**src/rtl/alignPkg.sv**
```systemverilog
package alignPkg;
  localparam int CODE_W   = 2;
  localparam int NUM_IN   = 6;
  localparam int NUM_OUT  = 5;
  localparam int CFG_W    = 32;
  localparam int CFG_USED = 25;

  // inbound path indices
  localparam int IN_TX_BCK = 0;
  localparam int IN_TX_WS  = 1;
  localparam int IN_RX_BCK = 2;
  localparam int IN_RX_WS  = 3;
  localparam int IN_RX_SD  = 4;
  localparam int IN_VALID  = 5;

  // outbound path indices
  localparam int OUT_TX_BCK = 0;
  localparam int OUT_TX_WS  = 1;
  localparam int OUT_TX_SD  = 2;
  localparam int OUT_RX_WS  = 3;
  localparam int OUT_RX_BCK = 4;

  localparam int TX_ORDER_BIT = 20;
  localparam int RX_ORDER_BIT = 21;
  localparam int VALID_LSB    = 22;
  localparam int INVERT_BIT   = 24;
  localparam int OUT_BASE_LSB = 10;

  function automatic int inFieldLsb(input int idx);
    return (idx == IN_VALID) ? VALID_LSB : CODE_W * idx;
  endfunction

  function automatic int outFieldLsb(input int idx);
    return OUT_BASE_LSB + CODE_W * idx;
  endfunction

  function automatic int orderBit(input int idx);
    return (idx == IN_TX_BCK || idx == IN_TX_WS) ? TX_ORDER_BIT : RX_ORDER_BIT;
  endfunction

  typedef struct packed {
    logic [NUM_IN-1:0][CODE_W-1:0]  inCode;
    logic [NUM_IN-1:0]              inFallFirst;
    logic [NUM_OUT-1:0][CODE_W-1:0] outCode;
    logic                           txBckInvert;
  } alignCtrl_t;
endpackage

```
**src/rtl/inSyncPath.sv**
```systemverilog
module inSyncPath #(
  parameter int CODE_W = 2
) (
  input  logic              clk,
  input  logic              rstN,
  input  logic              padIn,
  input  logic              fallFirst,
  input  logic [CODE_W-1:0] code,
  output logic              coreOut
);
  localparam int DEPTH = 2 ** CODE_W;

  logic riseA, fallA, riseB, fallB;
  logic [DEPTH-1:0] posChain, negChain;

  // first stage: both edges capture the pad
  always_ff @(posedge clk or negedge rstN) begin
    if (!rstN) begin
      riseA    <= 1'b0;
      riseB    <= 1'b0;
      posChain <= '0;
    end else begin
      riseA    <= padIn;
      riseB    <= fallA;
      posChain <= {posChain[DEPTH-2:0], riseB};
    end
  end

  always_ff @(negedge clk or negedge rstN) begin
    if (!rstN) begin
      fallA    <= 1'b0;
      fallB    <= 1'b0;
      negChain <= '0;
    end else begin
      fallA    <= padIn;
      fallB    <= riseA;
      negChain <= {negChain[DEPTH-2:0], fallB};
    end
  end

  // rising-first ends on a falling edge, falling-first on a rising edge
  always_comb begin
    coreOut = fallFirst ? posChain[code] : negChain[code];
  end
endmodule

```
**src/rtl/outDelayPath.sv**
```systemverilog
module outDelayPath #(
  parameter int CODE_W = 2
) (
  input  logic              clk,
  input  logic              rstN,
  input  logic              coreIn,
  input  logic [CODE_W-1:0] code,
  output logic              padOut
);
  localparam int STAGES = 2 ** CODE_W - 1;

  logic [STAGES-1:0] stage;

  always_ff @(posedge clk or negedge rstN) begin
    if (!rstN) stage <= '0;
    else       stage <= {stage[STAGES-2:0], coreIn};
  end

  always_comb begin
    if (code == '0) padOut = coreIn;
    else            padOut = stage[code - CODE_W'(1)];
  end
endmodule

```
**src/rtl/alignCtrl.sv**
```systemverilog
module alignCtrl
  import alignPkg::*;
(
  input  logic             clk,
  input  logic             rstN,
  input  logic             cfgWrEn,
  input  logic [CFG_W-1:0] cfgWrData,
  output logic [CFG_W-1:0] cfgRdData,
  output alignCtrl_t       ctrl
);
  localparam logic [CFG_W-1:0] USED_MASK = CFG_W'((64'd1 << CFG_USED) - 64'd1);

  logic [CFG_W-1:0] cfgReg;

  always_ff @(posedge clk or negedge rstN) begin
    if (!rstN)        cfgReg <= '0;
    else if (cfgWrEn) cfgReg <= cfgWrData & USED_MASK;
  end

  assign cfgRdData = cfgReg;

  always_comb begin
    ctrl = '0;
    for (int i = 0; i < NUM_IN; i++) begin
      ctrl.inCode[i]      = cfgReg[inFieldLsb(i) +: CODE_W];
      ctrl.inFallFirst[i] = cfgReg[orderBit(i)];
    end
    for (int k = 0; k < NUM_OUT; k++) begin
      ctrl.outCode[k] = cfgReg[outFieldLsb(k) +: CODE_W];
    end
    ctrl.txBckInvert = cfgReg[INVERT_BIT];
  end
endmodule

```
**src/rtl/alignDatapath.sv**
```systemverilog
module alignDatapath
  import alignPkg::*;
(
  input  logic               clk,
  input  logic               rstN,
  input  alignCtrl_t         ctrl,
  input  logic [NUM_IN-1:0]  inPad,
  output logic [NUM_IN-1:0]  inCore,
  input  logic [NUM_OUT-1:0] outCore,
  output logic [NUM_OUT-1:0] outPad
);
  logic [NUM_IN-1:0] invMask, preSync;

  // inversion ahead of the synchronizer keeps latency identical
  assign invMask = NUM_IN'(ctrl.txBckInvert) << IN_TX_BCK;
  assign preSync = inPad ^ invMask;

  for (genvar i = 0; i < NUM_IN; i++) begin : gIn
    inSyncPath #(.CODE_W(CODE_W)) uPath (
      .clk      (clk),
      .rstN     (rstN),
      .padIn    (preSync[i]),
      .fallFirst(ctrl.inFallFirst[i]),
      .code     (ctrl.inCode[i]),
      .coreOut  (inCore[i])
    );
  end

  for (genvar k = 0; k < NUM_OUT; k++) begin : gOut
    outDelayPath #(.CODE_W(CODE_W)) uPath (
      .clk   (clk),
      .rstN  (rstN),
      .coreIn(outCore[k]),
      .code  (ctrl.outCode[k]),
      .padOut(outPad[k])
    );
  end
endmodule

```
**src/rtl/audioTimingAligner.sv**
```systemverilog
module audioTimingAligner
  import alignPkg::*;
(
  input  logic        clk,
  input  logic        rstN,
  input  logic        cfgWrEn,
  input  logic [31:0] cfgWrData,
  output logic [31:0] cfgRdData,
  input  logic        txBckPadIn,
  input  logic        txWsPadIn,
  input  logic        rxBckPadIn,
  input  logic        rxWsPadIn,
  input  logic        rxSdPadIn,
  input  logic        validPadIn,
  output logic        txBckSync,
  output logic        txWsSync,
  output logic        rxBckSync,
  output logic        rxWsSync,
  output logic        rxSdSync,
  output logic        validSync,
  input  logic        txBckCoreOut,
  input  logic        txWsCoreOut,
  input  logic        txSdCoreOut,
  input  logic        rxWsCoreOut,
  input  logic        rxBckCoreOut,
  output logic        txBckPadOut,
  output logic        txWsPadOut,
  output logic        txSdPadOut,
  output logic        rxWsPadOut,
  output logic        rxBckPadOut
);
  alignCtrl_t         ctrl;
  logic [NUM_IN-1:0]  inPad, inCore;
  logic [NUM_OUT-1:0] outCore, outPad;

  assign inPad = {validPadIn, rxSdPadIn, rxWsPadIn, rxBckPadIn, txWsPadIn, txBckPadIn};
  assign {validSync, rxSdSync, rxWsSync, rxBckSync, txWsSync, txBckSync} = inCore;
  assign outCore = {rxBckCoreOut, rxWsCoreOut, txSdCoreOut, txWsCoreOut, txBckCoreOut};
  assign {rxBckPadOut, rxWsPadOut, txSdPadOut, txWsPadOut, txBckPadOut} = outPad;

  alignCtrl uCtrl (
    .clk      (clk),
    .rstN     (rstN),
    .cfgWrEn  (cfgWrEn),
    .cfgWrData(cfgWrData),
    .cfgRdData(cfgRdData),
    .ctrl     (ctrl)
  );

  alignDatapath uData (
    .clk    (clk),
    .rstN   (rstN),
    .ctrl   (ctrl),
    .inPad  (inPad),
    .inCore (inCore),
    .outCore(outCore),
    .outPad (outPad)
  );
endmodule

```
**config.mk**
```make
export PLATFORM = sky130hd
export DESIGN_NAME = audioTimingAligner
export DESIGN_NICKNAME = d
export VERILOG_FILES = /design/src/rtl/alignPkg.sv /design/src/rtl/inSyncPath.sv /design/src/rtl/outDelayPath.sv /design/src/rtl/alignCtrl.sv /design/src/rtl/alignDatapath.sv /design/src/rtl/audioTimingAligner.sv
export SDC_FILE = /design/constraint.sdc
export NUM_CORES = 1
export LEC_CHECK = 0
export CAP_MARGIN = 10
export CELL_PAD_IN_SITES_DETAIL_PLACEMENT = 0
export CELL_PAD_IN_SITES_GLOBAL_PLACEMENT = 1
export CORE_ASPECT_RATIO = 0.7
export CORE_MARGIN = 1
export CORE_UTILIZATION = 44
export CTS_BUF_LIST = sky130_fd_sc_hd__clkbuf_8
export CTS_CLUSTER_SIZE = 24
export DETAILED_ROUTE_END_ITERATION = 8
export PLACE_DENSITY_LB_ADDON = 0.1
export SLEW_MARGIN = 20
export SYNTH_ARGS = -nofsm -noshare
export SYNTH_HDL_FRONTEND = slang
export SYNTH_HIERARCHICAL = 1
export SYNTH_SLANG_ARGS = --single-unit
export TNS_END_PERCENT = 10
```
**constraint.sdc**
```tcl
create_clock -name clk -period 1.95 [get_ports clk]
set_clock_uncertainty 0.05 [all_clocks]
set_input_delay 0.39 -clock clk [delete_from_list [all_inputs] [get_ports clk]]
set_output_delay 0.39 -clock clk [all_outputs]
set_load 0.1 [all_outputs]
```
== Word level (Yosys, flattened, before mapping) ==
Cells that the tools add are included.

* Logic and storage cells: 109
* Output and inout bits: 43
* Bits of input ports: 46
* Bits in registers: 112

* Bitwise operators: 1
* $add $sub $neg: 5
* $lt $le $gt $ge: 11
* Reductions and logical operators: 5
* Multiplexer cells: 45

{| class="wikitable"
|+ Operators by type and width
! operator !! count
|-
| $bmux 1 s2 || 17
|-
| $lt 2x3->1 const B || 11
|-
| $mux 1 || 28
|-
| $logic_not 2->1 || 5
|-
| $sub 2x1->2 const B || 5
|-
| $xor 6x1->6 || 1
|}

== Logic depth before layout (Yosys ltp) ==
* Depth after elaboration: 4
* Depth in mapped cells: 5
* Depth with buffers taken out: 4

== By module ==
The synthesis kept the hierarchy.

{| class="wikitable"
|+ By module, submodules not included
! module !! area each (um^2) !! cells an instance !! instances
|-
| inSyncPath || 364.1 || 15 || 6
|-
| alignCtrl || 1307.5 || 90 || 1
|-
| outDelayPath || 136.4 || 10 || 5
|-
| alignDatapath || 8.8 || 1 || 1
|}

==> summary.md <==
| Metric | Value |
|---|---|
| Violations in the final reports | negative setup slack |
| H-Tree Depth | 3 |
| Number of DRC markers after the initial detailed-route iteration | 70 |
| Dominant register cell in the synthesized netlist | dfrtp_1 |
| Chip width | 119 um |
| Most crowded layer after global routing | met2 |
| Multi-input gate area in the final layout | 1150 um^2 |
| Routed len/inst | 14.2 um |
| Wire length of the first global-routing pass | 10800 um |
| Postcts setup bufs | 0 |
| End point of the worst hold path | uData/gIn[1].uPath/negChain[0] |
| Diode count | 0 |
| Crit path setup slack, layout | -1090 ps |
| Portion of the post-synthesis area used by sequential elements | 67.0% |
| Fraction of layout cells with a size suffix above 1 | 47.7% |
| Final count of negative-setup-slack endpoints | 11 |
| Number of clock sinks seen by CTS | 112 |
| Chain of cells forming the critical path | mux4_2 > mux2_4 > buf_12 |
| Total overflow reported by the global router | 0 |
| RR Endpoint | uData/gIn[0].uPath/fallA |
| Cell types with the highest counts after synthesis | dfrtp_1 (76), buf_4 (36), dfrtn_1 (36) |
| Total power of the final layout | 5.94 mW |
| Post-route DRC | 0 |
| Worst EP required | 1510 ps |
| RD Place Congestion | 0.661 |
| # port buffers | 74 |
| Cell Area, Synth | 4180 um^2 |
| Most numerous cell in the Yosys netlist | dfrtp_1 |
| Placeable core region | 9140 um^2 |
| DR vias/cell | 4.58 |
| Max-slew violations | 0 |
| Die height | 83.6 um |
| Global routing usage on met2 | 20.6% |
| Crit path launch type | flop |
| Initial cell density of the core | 45.7% |
| Layout Area Growth over Synthesis | 36.4% |
| Total wire length after detailed routing | 6180 um |
| Largest driver fanout on the critical path | 2 |
| Synth top area share | 45.5% |
| Die footprint | 9910 um^2 |
| Slowest cell on crit path | mux4_2 |
| Headroom to the max-slew limit | 65.1% |
| Max Cap Viol | 0 |
| Later-pin clock latency in the skew report | 360 ps |
| Total power divided by cell area | 1040 nW/um^2 |
| HPWL after DPL | 4380 um |
| Stage delay of the slowest cell on the critical path | 460 ps |
| Met1 track utilization from global routing | 20.4% |
| Status | finished with violations |
| Worst-path clk slew | 70 ps |
| Static leakage power | 2.51 nW |
| Initial antenna violation count | 0 |
| Synth async-reset ratio | 100% |
| Average cell area after synthesis | 18.1 um^2 |
| Count of warnings emitted by yosys | 6 |
| Post-synthesis register bit count | 112 |
| Gate Count Post-Synth | 231 |
| Final antenna-violating net count | 0 |
| I/O pin count | 89 |
| Setup total negative slack | -7850 ps |
| IR Drop Worst-Case VDD | 0.459 mV |
| Filler cell count | 697 |
| Hold Crit Class | flop to flop |
| GR Layer Usage met3 | 4.99% |
| Worst reg2reg startpoint | uCtrl/cfgRdData[24] |
| RSZ-0062 raised after global routing | true |
| Depth of the most critical reg-to-reg path | 1 |
| Worst hold start | uData/gIn[1].uPath/fallB |
| Start point of the critical path | uData/gIn[4].uPath/negChain[0] |
| Cells taking the most area after synthesis | dfrtp_1 (45%), dfrtn_1 (22%), mux4_1 (7.5%), mux2_4 (7.2%), buf_4 (6.5%) |
| Pin count of the biggest net entering global routing | 51 |
| Number of global-route vias before repair | 2157 |
| DR pass1 iterations | 4 |
| Instance count along the most critical hold path | 0 |
| Slack of the worst reg-to-reg path | 120 ps |
| Final hold violation count | 0 |
| Slew at the pin closest to its max-slew limit | 523 ps |
| Post-synthesis cell type with the largest combined area | dfrtp_1 |
| Count of flip-flops with a built-in enable after synthesis | 0 |
| Clock root buffer | clkbuf_8 |
| Arr. time, crit path | 2600 ps |
| Std cell rows | 29 |
| TritonCTS clock tree | done |
| GR Util All Layers | 14.5% |
| Number of vias in the routed layout | 1986 |
| Crit path kind | flop to output pin |
| Worst-case clock buffer depth | 2 |
| Sequential cell area in the final layout | 2840 um^2 |
| Fin nets | 356 |
| Number of buffers added by the clock tree synthesis step | 9 |
| Sort of element at the end of the critical path | output pin |
| Distinct cell type count after synthesis | 16 |
==> final cells by class <==
| type | count | share of cell area (%) |
|---|---|---|
| Timing Repair Buffer | 96 | 22.8 |
| Clock inverter | 7 | 1.49 |
| Tap cell | 124 | 2.72 |
| Inverter | 10 | 0.877 |
| Multi-Input combinational cell | 76 | 20.2 |
| Clock buffer | 9 | 2.17 |
| Sequential cell | 112 | 49.8 |
==> power breakdown <==
part / internal, mW / switching (mW)
clock network: 0.622 / 0.785
logic: 0.798 / 1.11
registers: 2.51 / 0.122
==> critical path: cells and delay by family (launching register included) <==
family / cells / cell delay, ps
buffers and inverters: 1 / 170
flip-flops: 1 / 350
multiplexers: 2 / 760
==> worst max-delay path by stage <==
| stage | slack [ps] | to |
|---|---|---|
| global route | -1150 | rxSdSync |
| global placement | -700 | rxWsSync |
| floorplan | -630 | rxBckSync |
| CTS | -1120 | rxSdSync |
| detailed placement | -730 | rxSdSync |
| finish | -1090 | rxSdSync |
==> through the flow <==
step                setup slack, ps  hold slack, ps  cells  area [um^2]  util [%]
floorplan                      -632            44.4    237         4370         -
global placement               -700             243    417         5470      59.9
detailed placement             -727             248    417         5470      59.9
CTS                           -1120             249    434         5710      62.4
global route                  -1150             251    434         5710      62.4
finish                        -1090             247    434         5710      62.4
==> routing by layer <==
metal,wire length [um],vias up,part of all wire [%]
li1,-,906,-
met1,2920,1014,47
met5,0,-,0
met2,2860,60,46
met4,54,0,0.87
met3,340,6,5.5
==> cells by family (layout without fill, tap and decap cells) <==
| group | Yosys count | count (layout) | synth area share (%) |
|---|---|---|---|
| AO/OA/AOI/OAI | 5 | 5 | 1.94 |
| XOR/XNOR | 1 | 1 | 0.209 |
| AND/OR/NAND/NOR | 10 | 10 | 1.79 |
| multiplexers | 48 | 48 | 18.9 |
| flip-flops | 112 | 112 | 67.0 |
| adder cells (fa/ha/maj) | 5 | 5 | 1.50 |
| buffers and inverters | 49 | 122 | 8.59 |
| other | 1 | 7 | 0.0897 |
==> flip-flops by register name, summed over array words and instances, names as in the netlist <==
signal and cells:
uCtrl/cfgRdData 25, uData/gIn.uPath/fallA 6, uData/gIn.uPath/fallB 6, uData/gIn.uPath/negChain 24, uData/gIn.uPath/posChain 24, uData/gIn.uPath/riseA 6, uData/gIn.uPath/riseB 6, uData/gOut.uPath/stage 15
==> timing repair <==
item | 4_1_cts | 5_1_grt
setup endpoints to repair | 11 | 11
pin swaps | 5 | 0
hold endpoints to repair | 57 | 0
resized for setup | 5 | 0
hold buffers | 1 | 0
==> layout by cell type, fill, tap and decap left out, types with 7 or more instances in the layout <==
cell,count
buf_12,39
buf_4,19
clkbuf_8,9
clkdlybuf4s50_1,36
conb_1,7
dfrtn_1,36
dfrtp_1,66
dfrtp_4,10
mux2_4,26
mux4_2,12
Note: power is estimated with default switching activity, not from simulation.
